File: src/rtl/trig_stage_unit.sv
module trig_stage_unit #(
  parameter int NS = 4,
  parameter int W  = 32
) (
  input  logic         clk,
  input  logic         rst,
  input  logic         arm,
  input  logic         smp_valid,
  input  logic [W-1:0] smp_data,
  input  logic         cfg_we,
  input  logic [1:0]   cfg_stage,
  input  logic [1:0]   cfg_sel,
  input  logic [31:0]  cfg_wdata,
  output logic         trig_fire
);
  localparam int LW = (NS > 1) ? $clog2(NS) : 1;
  localparam logic [LW-1:0] TOP_LVL = LW'(NS - 1);

  logic [W-1:0]  msk_q [NS];
  logic [W-1:0]  val_q [NS];
  logic [W-1:0]  edg_q [NS];
  logic [LW-1:0] lvl_q [NS];
  logic [NS-1:0] srt_q;

  logic [W-1:0]  prev_q;
  logic [LW-1:0] cur_lvl;
  logic          armed;

  logic [NS-1:0] hit;
  logic          eval, fire_now, adv_now;

  assign eval = armed & smp_valid & ~arm;

  for (genvar s = 0; s < NS; s++) begin : g_stage
    logic [W-1:0] ok;
    assign ok = ~msk_q[s] |
                (edg_q[s] & ((val_q[s] & ~prev_q & smp_data) | (~val_q[s] & prev_q & ~smp_data))) |
                (~edg_q[s] & ~(smp_data ^ val_q[s]));
    assign hit[s] = eval && (lvl_q[s] == cur_lvl) && (&ok);
  end

  assign fire_now = |(hit & srt_q);
  assign adv_now  = |(hit & ~srt_q);

  always_ff @(posedge clk) begin
    if (rst) begin
      for (int s = 0; s < NS; s++) begin
        msk_q[s] <= '0;
        val_q[s] <= '0;
        edg_q[s] <= '0;
        lvl_q[s] <= (s == 0) ? '0 : TOP_LVL;
        srt_q[s] <= (s == 0);
      end
    end else if (cfg_we && (int'(cfg_stage) < NS)) begin
      case (cfg_sel)
        2'd0: msk_q[cfg_stage] <= cfg_wdata[W-1:0];
        2'd1: val_q[cfg_stage] <= cfg_wdata[W-1:0];
        2'd2: edg_q[cfg_stage] <= cfg_wdata[W-1:0];
        default: begin
          lvl_q[cfg_stage] <= cfg_wdata[16 +: LW];
          srt_q[cfg_stage] <= cfg_wdata[27];
        end
      endcase
    end
  end

  always_ff @(posedge clk) begin
    if (rst) begin
      armed     <= 1'b0;
      cur_lvl   <= '0;
      prev_q    <= '0;
      trig_fire <= 1'b0;
    end else begin
      trig_fire <= fire_now;
      if (arm) begin
        armed   <= 1'b1;
        cur_lvl <= '0;
        prev_q  <= '0;
      end else begin
        if (smp_valid) prev_q <= smp_data;
        if (fire_now) armed <= 1'b0;
        else if (adv_now && cur_lvl != TOP_LVL) cur_lvl <= cur_lvl + 1'b1;
      end
    end
  end
endmodule

File: config.mk
export PLATFORM = sky130hd
export DESIGN_NAME = trig_stage_unit
export DESIGN_NICKNAME = d
export VERILOG_FILES = /design/src/rtl/trig_stage_unit.sv
export SDC_FILE = /design/constraint.sdc
export NUM_CORES = 1
export LEC_CHECK = 0
export BUFFER_PORTS_ARGS = -buffer_cell sky130_fd_sc_hd__buf_2
export CORE_ASPECT_RATIO = 0.8
export CORE_UTILIZATION = 40
export DETAILED_ROUTE_END_ITERATION = 8
export GPL_TIMING_DRIVEN = 0
export SLEW_MARGIN = 40
export SYNTH_ARGS = -nofsm -noshare
export SYNTH_HDL_FRONTEND = slang
export SYNTH_SLANG_ARGS = --single-unit
export TNS_END_PERCENT = 30
File: constraint.sdc
create_clock -name clk -period 3.6 [get_ports clk]
set_input_delay 0.36 -clock clk [delete_from_list [all_inputs] [get_ports clk]]
set_output_delay 0.36 -clock clk [all_outputs]
set_load 0.05 [all_outputs]
; ---- Word level (Yosys, flattened, before mapping)
; Memories as Yosys holds them, arrays and structs flattened.
; Index checks and enable logic that the tools add are counted.
[op_classes]
n_bitwise = 66
n_eq_ne = 7
mux = 35
n_addsub = 1
order_cmp = 2
reduce_logical = 26
[ops]
columns = cell, n
row1 = 32-bit bitwise AND, 24
row2 = 32-bit NOT, 18
row3 = 32-bit bitwise OR, 12
row4 = 32-bit AND reduction, 4
row5 = 32-bit bitwise XOR, 4
row6 = 32-bit two-way mux, 3
row7 = 32-bit OR reduction, 3
row8 = 1-bit two-way mux, 25
row9 = 1-bit logical AND, 10
row10 = 2-bit two-way mux, 5
row11 = 4-bit bitwise AND, 2
row12 = 2-bit equality test, 4
row13 = 4-bit OR reduction, 2
row14 = 4-bit bitwise mux, 1
row15 = 4-bit NOT, 1
row16 = 2-bit AND reduction, 2
row17 = 2-bit OR reduction, 2
row18 = "2-bit by 3-bit less-than comparator with 1-bit output, second input constant", 1
row19 = 1-bit NOT, 3
row20 = 3-bit OR reduction, 1
row21 = "2-bit by 1-bit adder with 2-bit output, second input constant", 1
row22 = 1-bit bitwise AND, 2
row23 = 1-bit demux with 2-bit select, 1
row24 = "2-bit by 1-bit equality test with 1-bit output, second input constant", 1
row25 = other kinds (5), 5
[totals]
out_inout_bits = 1
ff_bits = 40
inputBits = 73
ramBits = 392
elab_cells = 146
mem_count = 4
[memory_table]
columns = name, depth, width, rd, rd_clocked_by_memory_dff, wr, line
row1 = edg_q, 4, 32, 4, 0, 4, 21  ; logic [W-1:0] edg_q [NS];
row2 = msk_q, 4, 32, 4, 0, 4, 19  ; logic [W-1:0] msk_q [NS];
row3 = val_q, 4, 32, 4, 0, 4, 20  ; logic [W-1:0] val_q [NS];
row4 = lvl_q, 4, 2, 4, 0, 4, 22  ; logic [LW-1:0] lvl_q [NS];

; ---- Longest topological paths before layout
; Gate-level depths: netlist (run 1).
[logic_depth]
depth_word = 13
ltp_mapped = 9
depth_no_buf = 8

; ---- Worst setup path before layout (run 1)
; Ideal clock, no wire load.
[synth_path]
path_type = input to register
startpoint = in cfg_stage[0]
endpoint = mem edg_q[0][0], enable pin
slack_ps = -192
t_arrival_ps = 3327
required_ps = 3134
cell_stages = 4
path_buffers = 2
setup_time_ps = 466
cell_sequence = or2_2 > clkbuf_1 > clkbuf_1 > o21ai_0
[synth_lines]
columns = item, line
row1 = start: declaration, 11  ; input logic [1:0] cfg_stage,
row2 = end: declaration, 21

==> flow_metrics.env, run 1 <==
export IMPL_cpLargestDelayFamily="compound AO/OA/AOI/OAI gates"
export IMPL_per_instance_average_area_after_synthesis_um2=10.8
export IMPL_cts_setup_buffers=0
export IMPL_pwr_share_seq_pct=51.2
export IMPL_dr_wl_met3_mm=7.68
export IMPL_cp_arrival_ps=3630
export IMPL_drive_above_1_share_pct=10.6
export IMPL_period_needed_ps=3130
export IMPL_synth_async_sr_flop_share_pct=0
export IMPL_overflow=0
export IMPL_cts_reportedPaths_clkPinSlew_ps=60
export IMPL_finalWeightedCongestion=0.901
export IMPL_power_per_cell_area_nw_per_um2=503
export IMPL_cts_hold_repair_buffers=0
export IMPL_final_wirelength_mm=65.8
export IMPL_seq_area_frac_synth_pct=63.8
export IMPL_postRouteAntennaNets=0
export IMPL_grt_start_max_net_pins=27
export IMPL_finalHoldViolations=0
export IMPL_maxSlewViolCount=0
export IMPL_number_of_drc_violations_after_detailed_routing=0
export IMPL_clkPwrFrac_pct=39.3
export IMPL_power_net_switching_mw=2.82
export IMPL_top_layer="met5"
export IMPL_series_of_cell_instances_along_the_critical_path="a21boi_0 > a22oi_1 > a222oi_1 > nand4_1 > nor4_1 > o41ai_1 > or3_1 > a21oi_1"
export IMPL_yosys_warnings=0
export IMPL_worstPathRequired_ps=4100
export IMPL_clock_insertion_delay_worst_skew_ps=560
export IMPL_dr_pass1_iters=8
export IMPL_report_final_setup_viol=0
export IMPL_syn_nets=1896
export IMPL_die_area_um2=50200
export IMPL_layout_cell_area_non_filler_um2=22900
export IMPL_avgViaCountPerCell=5.65
export IMPL_max_cap_violations=0
export IMPL_max_slew_margin_pct=37.5
export IMPL_unrepaired_setup_endpoints_after_global_routing="no"
export IMPL_grt_pass1_wl_mm=93.7
export IMPL_max_slew_worst_pin_slew_ps=937
export IMPL_total_leakage_power_nw=8.88
export IMPL_nets=2022
export IMPL_die_y_um=201
export IMPL_postCtsResizedCells=0
export IMPL_final_util_pct=47.3
export IMPL_dp_hpwl_mm=46.8
export IMPL_worst_setup_path_type="flip-flop to flip-flop"
export IMPL_globalRouteTotalUtil_pct=26.0
export IMPL_wl_per_cell_um=25.2
export IMPL_cpPeakStageDelay_ps=780
export IMPL_crit_fanout=4
export IMPL_finalClockSkew_ps=25.6
export IMPL_initial_core_util_pct=40.7
export IMPL_placeable_core_region_um2=48500
export IMPL_cp_start_kind="flip-flop"
export IMPL_worst_path_max_delay_cell="sky130_fd_sc_hd__a222oi_1"
export IMPL_syn_instance_count=1822
export IMPL_detailedRoute_firstIterationViolations=2077
export IMPL_num_io_pins=74
export IMPL_combinationalPowerShare_pct=9.5
export IMPL_detailedPlace_worstSlack_ps=506
export IMPL_number_of_synthesized_register_bits=432
export IMPL_cell_int_power_mw=8.72
export IMPL_vdd_ir_drop_worst_v=0.000339
export IMPL_die_width_um=250
export IMPL_synth_edff_count=392
export IMPL_yosys_cell_types_count=41
export IMPL_cts_buffers=43
export IMPL_syn_to_final_growth_pct=16.4
export IMPL_met1_length_mm=27.3
export IMPL_place_port_buffers=40
export IMPL_switching_share_of_power_pct=24.4
export IMPL_placed_area_um2=21500
export IMPL_route_vias_total=14800
export IMPL_antenna_violations_before_repair=6
export IMPL_number_of_placement_rows=72
export IMPL_clock_sinks=432
export IMPL_final_critical_path_share_of_the_clock_period_pct=87.0
export IMPL_clock_path_buffers=3
export IMPL_netlist_area_um2=19700
export IMPL_worst_slack_ps=468
export IMPL_outcome="finished, final reports clean"
export IMPL_ctsRootBufferMaster="sky130_fd_sc_hd__clkbuf_16"
export IMPL_critical_path_n_buffers_inverters=0
export IMPL_htreeDepth=2
export IMPL_hold_path_class="input port to flip-flop"
export IMPL_route_met2_wl_mm=29.0
export IMPL_total_power_mw=11.5
export IMPL_synth_top_flop_cell="sky130_fd_sc_hd__edfxtp_1"
export IMPL_endpoint_type_of_the_worst_setup_path="flip-flop"
export IMPL_grt_pass1_vias=13900
export IMPL_maxClockFrequency_mhz=319
export IMPL_tritoncts="built"
cell type report:
type                       instances  area (um^2)
timing repair buffer              81          832
buffer                            88          397
antenna                            6         15.0
clock buffer                      60         1200
inverter                         188          706
sequential                       432        12600
multi-input combinational       1114         6250
fill                            4449        25500
clock inverter                    19          178
tap                              629          787
registers in the layout, summed over array words and instances, names as in the netlist:
register and count:
val_q 128, prev_q 32, armed 1, lvl_q 8, msk_q 128, edg_q 128, srt_q 4, trig_fire 1
cur_lvl 2
routing by layer:
layer	global-route usage, %	up-vias
li1	-	6622
met1	36.7	7291
met2	39.6	748
met3	6.56	117
met4	7.30	2
met5	0	-
cells in the mapped netlist (all sizes together) (10+ instances only):
cell type,instances,area share [%]
buf,42,0.96
a2111oi,24,1.1
mux2i,32,1.6
a22oi,43,1.6
edfxtp,392,60
a221oi,73,3.2
a21boi,116,4.4
nand3,19,0.48
nand2b,118,3.7
dfxtp,40,4.1
inv,188,3.6
nand4,10,0.32
nand2,129,2.5
clkbuf,46,0.91
nor2,461,8.8
o21ai,28,0.71
stage by stage:
| step | setup TNS (ps) | hold slack (ps) | instances |
|---|---|---|---|
| 5_1_grt | 0 | 145 | 2612 |
| 4_1_cts | 0 | 106 | 2609 |
| 2_1_floorplan | -12310 | 444 | 1822 |
| 3_5_place_dp | 0 | 501 | 2530 |
| 6_report | 0 | 114 | 2617 |
| 3_3_place_gp | -971720 | 464 | 2491 |
final timing paths:
path	to	cells after the start	slack (ps)	startpoint
worst max-delay path	cur_lvl[0]$_SDFFE_PP0P_	8	470	edg_q[3][18]$_DFFE_PP_
worst min-delay path	armed$_SDFFE_PP0P_	3	110	arm
worst max register to register	cur_lvl[0]$_SDFFE_PP0P_	8	470	edg_q[3][18]$_DFFE_PP_
worst min register to register	armed$_SDFFE_PP0P_	2	520	armed$_SDFFE_PP0P_
worst min-delay path, delay by kind of cell:
kind            cells  cell delay [ps]
compound gates      1               60
buf+inv             1              140
simple gates        1               80
layout by cell type, fill, tap and decap left out, drive strengths merged, types with 43 or more instances in the layout:
cell,n
nand2b,118
nor2,461
a21boi,116
clkbuf,108
nand2,129
edfxtp,392
buf,120
a221oi,73
a22oi,43
inv,188
power groups by stage:
stage	logic (mW)	clock network, mW	registers [mW]
after floorplan	0.522	0	5.97
after global placement	0.936	0	6.03
after detailed placement	1.08	0	6.01
after CTS	1.08	4.55	5.90
after global routing	1.15	4.74	5.94
final	1.10	4.53	5.91
kinds of logic after synthesis:
group / synth area share [%]
xor+xnor: 0.355
flops: 63.8
compound gates: 12.2
buf+inv: 5.46
fa+ha+maj: 0.0635
simple gates: 16.5
mux: 1.62
Power figures use the tool's default switching activity.
==> run 2: changes to the inputs <==
--- a/config.mk
+++ b/config.mk
@@ -12,2 +12,3 @@
 export GPL_TIMING_DRIVEN = 0
+export SKIP_CTS_REPAIR_TIMING = 1
 export SLEW_MARGIN = 40
==> constraint.sdc (replaced) <==
create_clock -name clk -period 3.6 [get_ports clk]
set_input_delay 0.18 -clock clk [delete_from_list [all_inputs] [get_ports clk]]
set_output_delay 0.18 -clock clk [all_outputs]
set_load 0.05 [all_outputs]
==> run 2 against run 1 <==
The flow now finishes with violations (hold timing). Die area unchanged. Non-clock buffer count up 2. Wire length increased by 0.19%. Via count increased by 0.34%. Highest routed layer unchanged.
==> flow_metrics.env, run 2 (synthesized netlist as in run 1, its figures left out) <==
export IMPL_initial_core_util_pct=40.7
export IMPL_crit_fanout=4
export IMPL_grt_pass1_vias=13900
export IMPL_detailedRoute_firstIterationViolations=2006
export IMPL_crit_path_start="edg_q[3][18]$_DFFE_PP_"
export IMPL_clock_sinks=432
export IMPL_number_of_placement_rows=72
export IMPL_hold_path_class="input port to flip-flop"
export IMPL_endpoint_type_of_the_worst_setup_path="flip-flop"
export IMPL_max_slew_worst_pin_slew_ps=936
export IMPL_rr_endpoint="cur_lvl[0]$_SDFFE_PP0P_"
export IMPL_total_power_mw=11.5
export IMPL_worst_setup_path_type="flip-flop to flip-flop"
export IMPL_antenna_violations_before_repair=6
export IMPL_wl_per_cell_um=25.2
export IMPL_placeable_core_region_um2=48500
export IMPL_route_vias_total=14800
export IMPL_die_width_um=250
export IMPL_num_io_pins=74
export IMPL_cp_start_kind="flip-flop"
export IMPL_dp_hpwl_mm=46.8
export IMPL_final_util_pct=47.4
export IMPL_vdd_ir_drop_worst_v=0.000336
export IMPL_ctsRootBufferMaster="sky130_fd_sc_hd__clkbuf_16"
export IMPL_final_cell_count_no_fill=2618
export IMPL_avgViaCountPerCell=5.66
export IMPL_violations="hold timing"
export IMPL_final_wirelength_mm=66.0
export IMPL_maxSlewViolCount=0
export IMPL_layout_cell_area_non_filler_um2=23000
export IMPL_tritoncts="built"
export IMPL_htreeDepth=2
export IMPL_placed_area_um2=21500
export IMPL_die_area_um2=50200
export IMPL_final_critical_path_share_of_the_clock_period_pct=86.2
export IMPL_unrepaired_setup_endpoints_after_global_routing="no"
export IMPL_overflow=0
export IMPL_report_final_setup_viol=0
export IMPL_dpl_cell_count=2530
export IMPL_final_fill_count=4447
export IMPL_cp_endpoint="cur_lvl[0]$_SDFFE_PP0P_"
export IMPL_globalRouteTotalUtil_pct=26.0
export IMPL_outcome="finished with violations"
export IMPL_cp_arrival_ps=3590
export IMPL_regToRegSetupSlack_ps=500
export IMPL_r2r_start="edg_q[3][18]$_DFFE_PP_"
export IMPL_grt_start_max_net_pins=27
export IMPL_finalHoldViolations=4
export IMPL_clock_path_buffers=3
export IMPL_max_slew_margin_pct=37.6
export IMPL_drive_above_1_share_pct=10.6
export IMPL_cts_buffers=43
export IMPL_postRouteAntennaNets=0
export IMPL_die_y_um=201
export IMPL_clock_insertion_delay_worst_skew_ps=560
export IMPL_maxClockFrequency_mhz=322
export IMPL_whs_ps=-8.79
export IMPL_ff2ff_path_depth=8
export IMPL_syn_to_final_growth_pct=16.5
export IMPL_period_needed_ps=3100
export IMPL_worstPathRequired_ps=4090
export IMPL_power_per_cell_area_nw_per_um2=502
export IMPL_total_leakage_power_nw=8.89
export IMPL_finalWeightedCongestion=0.901
export IMPL_layout_top_registers="edg_q x128, msk_q x128, val_q x128"
export IMPL_finalClockSkew_ps=22.5
export IMPL_layout_commonest_cell="sky130_fd_sc_hd__nor2_1"
export IMPL_grt_pass1_wl_mm=93.7
export IMPL_cts_reportedPaths_clkPinSlew_ps=60
export IMPL_max_cap_violations=0
export IMPL_nets=2024
export IMPL_commonest_cells_after_routing_fill_and_taps_aside="461 x sky130_fd_sc_hd__nor2_1, 392 x sky130_fd_sc_hd__edfxtp_1, 188 x sky130_fd_sc_hd__inv_1, 125 x sky130_fd_sc_hd__nand2_1, 118 x sky130_fd_sc_hd__nand2b_1"
export IMPL_dr_pass1_iters=6
export IMPL_place_port_buffers=40
export IMPL_number_of_drc_violations_after_detailed_routing=0
## run 2: changes by cell type in the layout (fill, tap and decap cells not counted), sizes merged
cell         delta
diode           -1
dlygate4sd3     +2
## run 2: where the power goes
group / internal (mW) / leakage (nW) / switching [mW]
Clock: 2.61 / 0.667 / 1.91
Sequential: 5.76 / 4.08 / 0.145
Combinational: 0.351 / 4.14 / 0.755
## run 2: through the flow
stage | TNS [ps] | worst slack, ps
after floorplan | -790 | -12.3
after global placement | -925630 | -3850
after detailed placement | 0 | 554
after CTS | 0 | 492
after global routing | 0 | 371
final | 0 | 498
## run 2: area by class of cell
type | count | area [um^2] | share of cell area, %
Clock buffer | 60 | 1200 | 5.24
Clock inverter | 19 | 178 | 0.774
Multi-Input combinational cell | 1114 | 6250 | 27.2
Tap cell | 629 | 787 | 3.43
Buffer | 88 | 397 | 1.73
Antenna cell | 5 | 12.5 | 0.0545
Inverter | 188 | 706 | 3.07
Sequential cell | 432 | 12600 | 54.8
Timing Repair Buffer | 83 | 852 | 3.71
## run 2: worst min path at each step
stage / start / endpoint / depth (start not counted) / slack (ps)
4_1_cts: arm / armed$_SDFFE_PP0P_ / 3 / -70
3_3_place_gp: armed$_SDFFE_PP0P_ / armed$_SDFFE_PP0P_ / 2 / 460
2_1_floorplan: arm / armed$_SDFFE_PP0P_ / 2 / 300
5_1_grt: smp_data[6] / prev_q[6]$_SDFFE_PP0P_ / 3 / 9
3_5_place_dp: armed$_SDFFE_PP0P_ / armed$_SDFFE_PP0P_ / 2 / 500
6_report: smp_data[20] / prev_q[20]$_SDFFE_PP0P_ / 3 / -9
## run 2: worst max-delay path: stages (launching register included)
cell and delay, ps:
sky130_fd_sc_hd__edfxtp_1 380, sky130_fd_sc_hd__a21boi_0 190, sky130_fd_sc_hd__a22oi_1 300, sky130_fd_sc_hd__a222oi_1 770
sky130_fd_sc_hd__nand4_1 310, sky130_fd_sc_hd__nor4_1 410, sky130_fd_sc_hd__o41ai_1 190, sky130_fd_sc_hd__or3_1 340
sky130_fd_sc_hd__a21oi_1 130
## run 2: per-layer routing
| layer | GRT usage [%] | vias to the layer above | share of wire [%] |
|---|---|---|---|
| met5 | 0 | - | 0.017 |
| met4 | 7.30 | 2 | 2.6 |
| met3 | 6.56 | 108 | 11 |
| met1 | 36.7 | 7316 | 42 |
| li1 | - | 6624 | - |
| met2 | 39.6 | 780 | 44 |
